<file path="config.mk">
export PLATFORM = sky130hd
export DESIGN_NAME = sys_ctrl_bank
export DESIGN_NICKNAME = d
export VERILOG_FILES = /design/src/rtl/sysc_pkg.sv /design/src/rtl/sysc_decode.sv /design/src/rtl/sysc_sync.sv /design/src/rtl/sysc_req_gen.sv /design/src/rtl/sys_ctrl_bank.sv
export SDC_FILE = /design/constraint.sdc
export NUM_CORES = 1
export LEC_CHECK = 0
export BUFFER_PORTS_ARGS = -buffer_cell sky130_fd_sc_hd__buf_2
export CAP_MARGIN = 5
export CORE_MARGIN = 1.5
export CORE_UTILIZATION = 50
export DETAILED_ROUTE_END_ITERATION = 10
export GPL_TIMING_DRIVEN = 1
export PLACE_DENSITY = 0.76
export SKIP_LAST_GASP = 1
export SYNTH_ARGS = -nofsm -noshare
export SYNTH_HDL_FRONTEND = slang
export SYNTH_SLANG_ARGS = --single-unit
</file>
<file path="constraint.sdc">
create_clock -name clk_i -period 1.08 [get_ports clk_i]
set_input_delay 0.108 -clock clk_i [delete_from_list [all_inputs] [get_ports clk_i]]
set_output_delay 0.108 -clock clk_i [all_outputs]
set_load 0.01 [all_outputs]
</file>
<file path="src/rtl/sysc_pkg.sv">
package sysc_pkg;
  localparam int unsigned WORD_W = 32;
  localparam int unsigned NUM_WORDS = 32;
  localparam int unsigned IDX_W = $clog2(NUM_WORDS);
  localparam int unsigned ADDR_W = IDX_W + 2;

  // Fixed map: software decodes these indices
  localparam logic [IDX_W-1:0] IDX_PIN_IN  = 5'd0;
  localparam logic [IDX_W-1:0] IDX_PIN_OUT = 5'd1;
  localparam logic [IDX_W-1:0] IDX_PIN_IE  = 5'd2;
  localparam logic [IDX_W-1:0] IDX_CMD     = 5'd16;
  localparam logic [IDX_W-1:0] IDX_SCRATCH = 5'd20;
  localparam logic [IDX_W-1:0] IDX_LOCK    = 5'd21;
  localparam logic [IDX_W-1:0] IDX_CLK_HZ  = 5'd29;
  localparam logic [IDX_W-1:0] IDX_CAPS    = 5'd30;
  localparam logic [IDX_W-1:0] IDX_SYS_ID  = 5'd31;

  localparam logic [15:0] CMD_SHUTDOWN = 16'h000E;
  localparam logic [WORD_W-1:0] CMD_READY_WORD = 32'h0000_0001;

  typedef struct packed {
    logic pin_in;
    logic pin_out;
    logic pin_ie;
    logic cmd;
    logic scratch;
    logic lock;
    logic clk_hz;
    logic caps;
    logic sys_id;
  } sel_t;

  function automatic logic idx_mapped(input logic [IDX_W-1:0] idx);
    return idx inside {IDX_PIN_IN, IDX_PIN_OUT, IDX_PIN_IE, IDX_CMD, IDX_SCRATCH,
                       IDX_LOCK, IDX_CLK_HZ, IDX_CAPS, IDX_SYS_ID};
  endfunction
endpackage

</file>
<file path="src/rtl/sysc_decode.sv">
module sysc_decode
  import sysc_pkg::*;
(
  input  logic [IDX_W-1:0] idx_i,
  output sel_t             sel_o,
  output logic             mapped_o
);
  always_comb begin
    sel_o = '0;
    unique case (idx_i)
      IDX_PIN_IN:  sel_o.pin_in  = 1'b1;
      IDX_PIN_OUT: sel_o.pin_out = 1'b1;
      IDX_PIN_IE:  sel_o.pin_ie  = 1'b1;
      IDX_CMD:     sel_o.cmd     = 1'b1;
      IDX_SCRATCH: sel_o.scratch = 1'b1;
      IDX_LOCK:    sel_o.lock    = 1'b1;
      IDX_CLK_HZ:  sel_o.clk_hz  = 1'b1;
      IDX_CAPS:    sel_o.caps    = 1'b1;
      IDX_SYS_ID:  sel_o.sys_id  = 1'b1;
      default:     sel_o = '0;
    endcase
    mapped_o = |sel_o;
  end
endmodule

</file>
<file path="src/rtl/sysc_sync.sv">
module sysc_sync #(
  parameter int unsigned        W       = 32,
  parameter logic [W-1:0]       RST_VAL = '0
) (
  input  logic         clk_i,
  input  logic         rst_ni,
  input  logic [W-1:0] async_i,
  output logic [W-1:0] sync_o
);
  for (genvar b = 0; b < W; b++) begin : g_bit
    logic meta_q, stab_q;
    always_ff @(posedge clk_i or negedge rst_ni) begin
      if (!rst_ni) begin
        meta_q <= RST_VAL[b];
        stab_q <= RST_VAL[b];
      end else begin
        meta_q <= async_i[b];
        stab_q <= meta_q;
      end
    end
    assign sync_o[b] = stab_q;
  end
endmodule

</file>
<file path="src/rtl/sysc_req_gen.sv">
module sysc_req_gen
  import sysc_pkg::*;
(
  input  logic        clk_i,
  input  logic        rst_ni,
  input  logic        wr_i,
  input  logic        hit_sys_id_i,
  input  logic        hit_cmd_i,
  input  logic [15:0] cmd_i,
  output logic        rst_req_o,
  output logic        shut_req_o
);
  always_ff @(posedge clk_i or negedge rst_ni) begin
    if (!rst_ni) begin
      rst_req_o  <= 1'b0;
      shut_req_o <= 1'b0;
    end else begin
      rst_req_o  <= wr_i && hit_sys_id_i;
      shut_req_o <= wr_i && hit_cmd_i && (cmd_i == CMD_SHUTDOWN);
    end
  end
endmodule

</file>
<file path="src/rtl/sys_ctrl_bank.sv">
module sys_ctrl_bank
  import sysc_pkg::*;
#(
  parameter int unsigned         GPIO_W = 32,
  parameter logic [GPIO_W-1:0]   STRAP  = 1,
  parameter logic [WORD_W-1:0]   CLK_HZ = 32'd80_000_000,
  parameter logic [WORD_W-1:0]   CAPS   = 32'h0000_0000,
  parameter logic [WORD_W-1:0]   SYS_ID = 32'h1001_4D31
) (
  input  logic              clk_i,
  input  logic              rst_ni,
  input  logic [ADDR_W-1:0] bus_addr_i,
  input  logic              bus_wr_i,
  input  logic              bus_rd_i,
  input  logic [WORD_W-1:0] bus_wdata_i,
  output logic [WORD_W-1:0] bus_rdata_o,
  output logic              bus_err_o,
  input  logic [GPIO_W-1:0] gpio_in_i,
  output logic [GPIO_W-1:0] gpio_out_o,
  output logic              sys_rst_req_o,
  output logic              shutdown_req_o
);
  logic [IDX_W-1:0]  idx;
  logic [1:0]        unused_lsb;
  sel_t              sel;
  logic              mapped;
  logic [GPIO_W-1:0] pin_in, pin_out_q, pin_ie_q;
  logic [WORD_W-1:0] scratch_q, rd_word, rdata_q;
  logic              lock_q, err_q;

  assign idx        = bus_addr_i[ADDR_W-1:2];
  assign unused_lsb = bus_addr_i[1:0];

  sysc_decode u_decode (
    .idx_i    (idx),
    .sel_o    (sel),
    .mapped_o (mapped)
  );

  sysc_sync #(.W(GPIO_W), .RST_VAL(STRAP)) u_sync (
    .clk_i   (clk_i),
    .rst_ni  (rst_ni),
    .async_i (gpio_in_i),
    .sync_o  (pin_in)
  );

  sysc_req_gen u_req (
    .clk_i        (clk_i),
    .rst_ni       (rst_ni),
    .wr_i         (bus_wr_i),
    .hit_sys_id_i (sel.sys_id),
    .hit_cmd_i    (sel.cmd),
    .cmd_i        (bus_wdata_i[15:0]),
    .rst_req_o    (sys_rst_req_o),
    .shut_req_o   (shutdown_req_o)
  );

  // Storage; read-only and side-effect words hold nothing
  always_ff @(posedge clk_i or negedge rst_ni) begin
    if (!rst_ni) begin
      pin_out_q <= '0;
      pin_ie_q  <= '0;
      scratch_q <= '0;
      lock_q    <= 1'b0;
    end else if (bus_wr_i) begin
      if (sel.pin_out) pin_out_q <= bus_wdata_i[GPIO_W-1:0];
      if (sel.pin_ie)  pin_ie_q  <= bus_wdata_i[GPIO_W-1:0];
      if (sel.scratch) scratch_q <= bus_wdata_i;
      if (sel.lock)    lock_q    <= 1'b1;
    end
  end

  always_comb begin
    rd_word = '0;
    unique case (1'b1)
      sel.pin_in:  rd_word[GPIO_W-1:0] = pin_in;
      sel.pin_out: rd_word[GPIO_W-1:0] = pin_out_q;
      sel.pin_ie:  rd_word[GPIO_W-1:0] = pin_ie_q;
      sel.cmd:     rd_word = CMD_READY_WORD;
      sel.scratch: rd_word = scratch_q;
      sel.lock:    rd_word[0] = lock_q;
      sel.clk_hz:  rd_word = CLK_HZ;
      sel.caps:    rd_word = CAPS;
      sel.sys_id:  rd_word = SYS_ID;
      default:     rd_word = '0;
    endcase
  end

  always_ff @(posedge clk_i or negedge rst_ni) begin
    if (!rst_ni) begin
      rdata_q <= '0;
      err_q   <= 1'b0;
    end else begin
      if (bus_rd_i) rdata_q <= rd_word;
      err_q <= (bus_rd_i || bus_wr_i) && !mapped;
    end
  end

  assign bus_rdata_o = rdata_q;
  assign bus_err_o   = err_q;
  assign gpio_out_o  = pin_out_q;
endmodule

</file>
==> results.sh <==
export IMPL_synth_cells_most_frequent="194 x dfrtp_1, 35 x mux2_2, 33 x mux2i_1"
export IMPL_dr_pass1_iters=5
export IMPL_timing_final_max_slew_violations=0
export IMPL_critical_path_arrival_ns=1.60
export IMPL_cp_max_fo=2
export IMPL_grt_busiest_layer="met2"
export IMPL_finalNetCount=928
export IMPL_yosysTopAreaCellShare_pct=61.2
export IMPL_power_frac_comb_pct=18.5
export IMPL_clk_latency_ns=0.44
export IMPL_root_driver="clkbuf_16"
export IMPL_worstHoldStart="bus_addr_i[5]"
export IMPL_wire_length_of_the_first_global_routing_pass_mm=34.6
export IMPL_setup_viol_count_final=66
export IMPL_reg2reg_to="bus_rdata_o[10]$_DFFE_PN0P_"
export IMPL_synth_area_sq_mm=0.00794
export IMPL_status="complete, but fails checks"
export IMPL_cellInternalPower_mw=14.5
export IMPL_place_port_buffers=139
export IMPL_max_freq_mhz=804
export IMPL_timing_critical_path_to_type="flop"
export IMPL_period_minus_slack_ns=1.24
export IMPL_dr_total_vias=6041
export IMPL_hold_crit_path_type="primary input to flop"
export IMPL_start_util_pct=51.6
export IMPL_global_route_total_usage_across_every_layer_pct=27.8
export IMPL_globalplace_congestion=0.869
export IMPL_timing_clock_skew_ns=0.00955
export IMPL_post_synth_num_cell_types=44
export IMPL_floorplan_rows=45
export IMPL_htree_levels=4
export IMPL_r2r_worst_path_cells=4
export IMPL_cell_types_occupying_the_most_area_after_synthesis="dfrtp_1 61%, mux2_4 5.7%, mux2_2 5.0%"
export IMPL_yosysMostFrequentCell="dfrtp_1"
export IMPL_remaining_drc_errors=0
export IMPL_area_delta_synth_final_pct=45.2
export IMPL_cp_data_required_time_ns=1.43
export IMPL_launch_instance_of_the_worst_register_to_register_path="scratch_q[10]$_DFFE_PN0P_"
export IMPL_tritoncts="yes"
export IMPL_dieArea_sq_mm=0.0166
export IMPL_final_hpwl_from_detailed_placement_mm=13.6
export IMPL_chipWidth_um=129
export IMPL_leakage_nw=5.62
export IMPL_postSynthRegisterBits=196
export IMPL_maxCapViolCount=0
export IMPL_cts_inserted_buffers=17
export IMPL_vias_per_cell=5.61
export IMPL_cts_sink_count=196
export IMPL_power_net_switching_mw=4.79
export IMPL_violations_in_the_final_reports="negative setup slack"
export IMPL_synthCells=563
export IMPL_post_synth_top_area_cell="dfrtp_1"
export IMPL_sw_share_pct=24.9
export IMPL_antenna_violating_nets_post_route=0
export IMPL_antennaDiodeCount=0
export IMPL_unrepaired_setup_endpoints_after_global_routing="yes"
export IMPL_io_pins=142
export IMPL_fin_area_sq_mm=0.0115
export IMPL_synth_async_reset_ratio_pct=100
export IMPL_grt_util_met1_pct=34.6
export IMPL_sequentialPowerShare_pct=45.9
export IMPL_grt_util_met3_pct=4.95
export IMPL_placedInstanceArea_sq_mm=0.00965
export IMPL_overflow=0
export IMPL_min_period_over_period_pct=115
export IMPL_rrSetupSlack_ns=-0.16
export IMPL_hold_path_endpoint="lock_q$_DFFE_PN0P_"
export IMPL_maximum_number_of_pins_on_one_net_before_global_route_repair=53
export IMPL_die_height_um=129
export IMPL_finalWirelength_mm=23.3
export IMPL_drt_wirelength_per_cell_um=21.6
export IMPL_cts_path_max_buffers=2
export IMPL_post_synth_cell_area_avg_sq_um=14.1
export IMPL_worstMarginPinSlew_ns=0.382
export IMPL_irDropWorstVdd_mv=1.21
export IMPL_dp_slack_ns=-0.474
export IMPL_floorplan_core_area_sq_mm=0.0154
export IMPL_synth_enable_flop_cells=0
export IMPL_groute_layer_met2_usage_pct=46.3
export IMPL_yosys_warnings=0
export IMPL_number_of_global_route_vias_before_repair=6415
export IMPL_layout_drive_gt1_share_pct=48.6
export IMPL_timing_worst_setup_path_type="flop to flop"
export IMPL_final_hold_viol_count=0
export IMPL_final_fill_count=888
export IMPL_clk_transition_reported_paths_ns=0.07
export IMPL_worstSetupStartpointType="flop"
export IMPL_synth_flop_cell="dfrtp_1"
export IMPL_drt_initial_drc_count=447
export IMPL_worst_slack_ns=-0.164
export IMPL_slew_limit_headroom_pct=74.4
export IMPL_powerDensity_mw_per_mm2=1670
export IMPL_nets_in_the_synthesized_netlist=638
export IMPL_power_frac_clock_pct=35.6
export IMPL_number_of_antenna_violations_at_the_first_check_in_global_routing=0
export IMPL_hold_path_cell_count=3
export IMPL_synth_seq_area_share_pct=61.8
[final cells by class]
class / count / area, sq um / share of cell area, %
inverter: 26 / 97.6 / 0.846
clock inverter: 11 / 173 / 1.50
clock buffer: 21 / 470 / 4.08
tap: 211 / 264 / 2.29
multi-input combinational: 302 / 3110 / 27.0
sequential: 196 / 4910 / 42.6
timing repair buffer: 310 / 2510 / 21.8
[per-stage QoR]
stage / std cells / utilization [%] / TNS, ns / power (mW) / hold slack [ns]
2_1_floorplan: 563 / - / -15.56 / 10.3 / -0.188
3_3_place_gp: 947 / 62.8 / -44.63 / 11.4 / -0.00898
3_5_place_dp: 947 / 62.8 / -49.54 / 11.6 / -0.00813
4_1_cts: 1055 / 72.8 / -2.47 / 18.9 / 0.0377
5_1_grt: 1077 / 75.0 / -5.45 / 19.8 / 0.0541
6_report: 1077 / 75.0 / -2.67 / 19.2 / 0.0471
[cell usage in the layout, fill, tap and decap left out, types with 17 or more instances in the layout]
| cell | Yosys | routed |
|---|---|---|
| buf_2 | 18 | 113 |
| buf_4 | 4 | 83 |
| buf_6 | 6 | 38 |
| clkbuf_16 | 0 | 17 |
| dfrtp_1 | 194 | 194 |
| dlygate4sd3_1 | 0 | 59 |
| inv_1 | 26 | 26 |
| mux2_4 | 30 | 90 |
| mux2i_1 | 33 | 31 |
| nand3b_1 | 20 | 20 |
| o22ai_1 | 31 | 29 |
[power groups by stage]
| stage | sequential (mW) | clock [mW] | combinational, mW |
|---|---|---|---|
| after floorplan | 8.81 | 0 | 1.47 |
| after global placement | 8.75 | 0 | 2.64 |
| after detailed placement | 8.82 | 0 | 2.74 |
| after CTS | 8.76 | 6.88 | 3.30 |
| after global routing | 8.90 | 7.16 | 3.77 |
| final | 8.84 | 6.85 | 3.55 |
[sequential cells by signal (all words and copies together) (netlist names)]
register / flops
scratch_q: 32
lock_q: 1
u_sync.g_bit.meta_q: 32
u_sync.g_bit.stab_q: 32
pin_ie_q: 32
gpio_out_o: 32
bus_rdata_o: 32
u_req.rst_req_o: 1
bus_err_o: 1
u_req.shut_req_o: 1
[worst max-delay path, cell delays in order (launching register included)]
cell     delay, ns
dfrtp_1       0.36
or4b_4        0.49
a21oi_4       0.15
a21oi_2       0.05
o22ai_1       0.12
[worst max path at each step]
stage                                    start                     endpoint  slack [ns]  depth (start not counted)
floorplan                        bus_addr_i[2]    scratch_q[10]$_DFFE_PN0P_       -0.20                          6
global placement                 bus_addr_i[5]  bus_rdata_o[28]$_DFFE_PN0P_       -0.40                          6
detailed placement               bus_addr_i[5]  bus_rdata_o[11]$_DFFE_PN0P_       -0.47                          6
CTS                 gpio_out_o[13]$_DFFE_PN0P_               gpio_out_o[13]       -0.13                          2
global route         scratch_q[10]$_DFFE_PN0P_  bus_rdata_o[10]$_DFFE_PN0P_       -0.19                          4
finish               scratch_q[10]$_DFFE_PN0P_  bus_rdata_o[10]$_DFFE_PN0P_       -0.16                          4
[what timing repair did]
item	4_1_cts	5_1_grt
pin swaps	13	25
hold buffers	59	0
setup buffers	18	20
endpoints found under the setup margin	75	96
hold endpoints to repair	306	0
gates cloned	0	2
resized for setup	43	54
[cells by family (layout without fill, tap and decap cells)]
logic type,after synthesis,in the layout,share of synthesized area [%]
buf+inv,65,368,4.11
compound gates,105,105,9.31
mux,129,129,19.2
flops,196,196,61.8
simple gates,68,68,5.56
[layer usage]
layer / wire length (um) / vias up
li1: - / 2612
met1: 9150 / 3072
met2: 12000 / 282
met3: 1240 / 75
met4: 909 / 0
met5: 0 / -
Note: power is estimated with default switching activity, not from simulation.
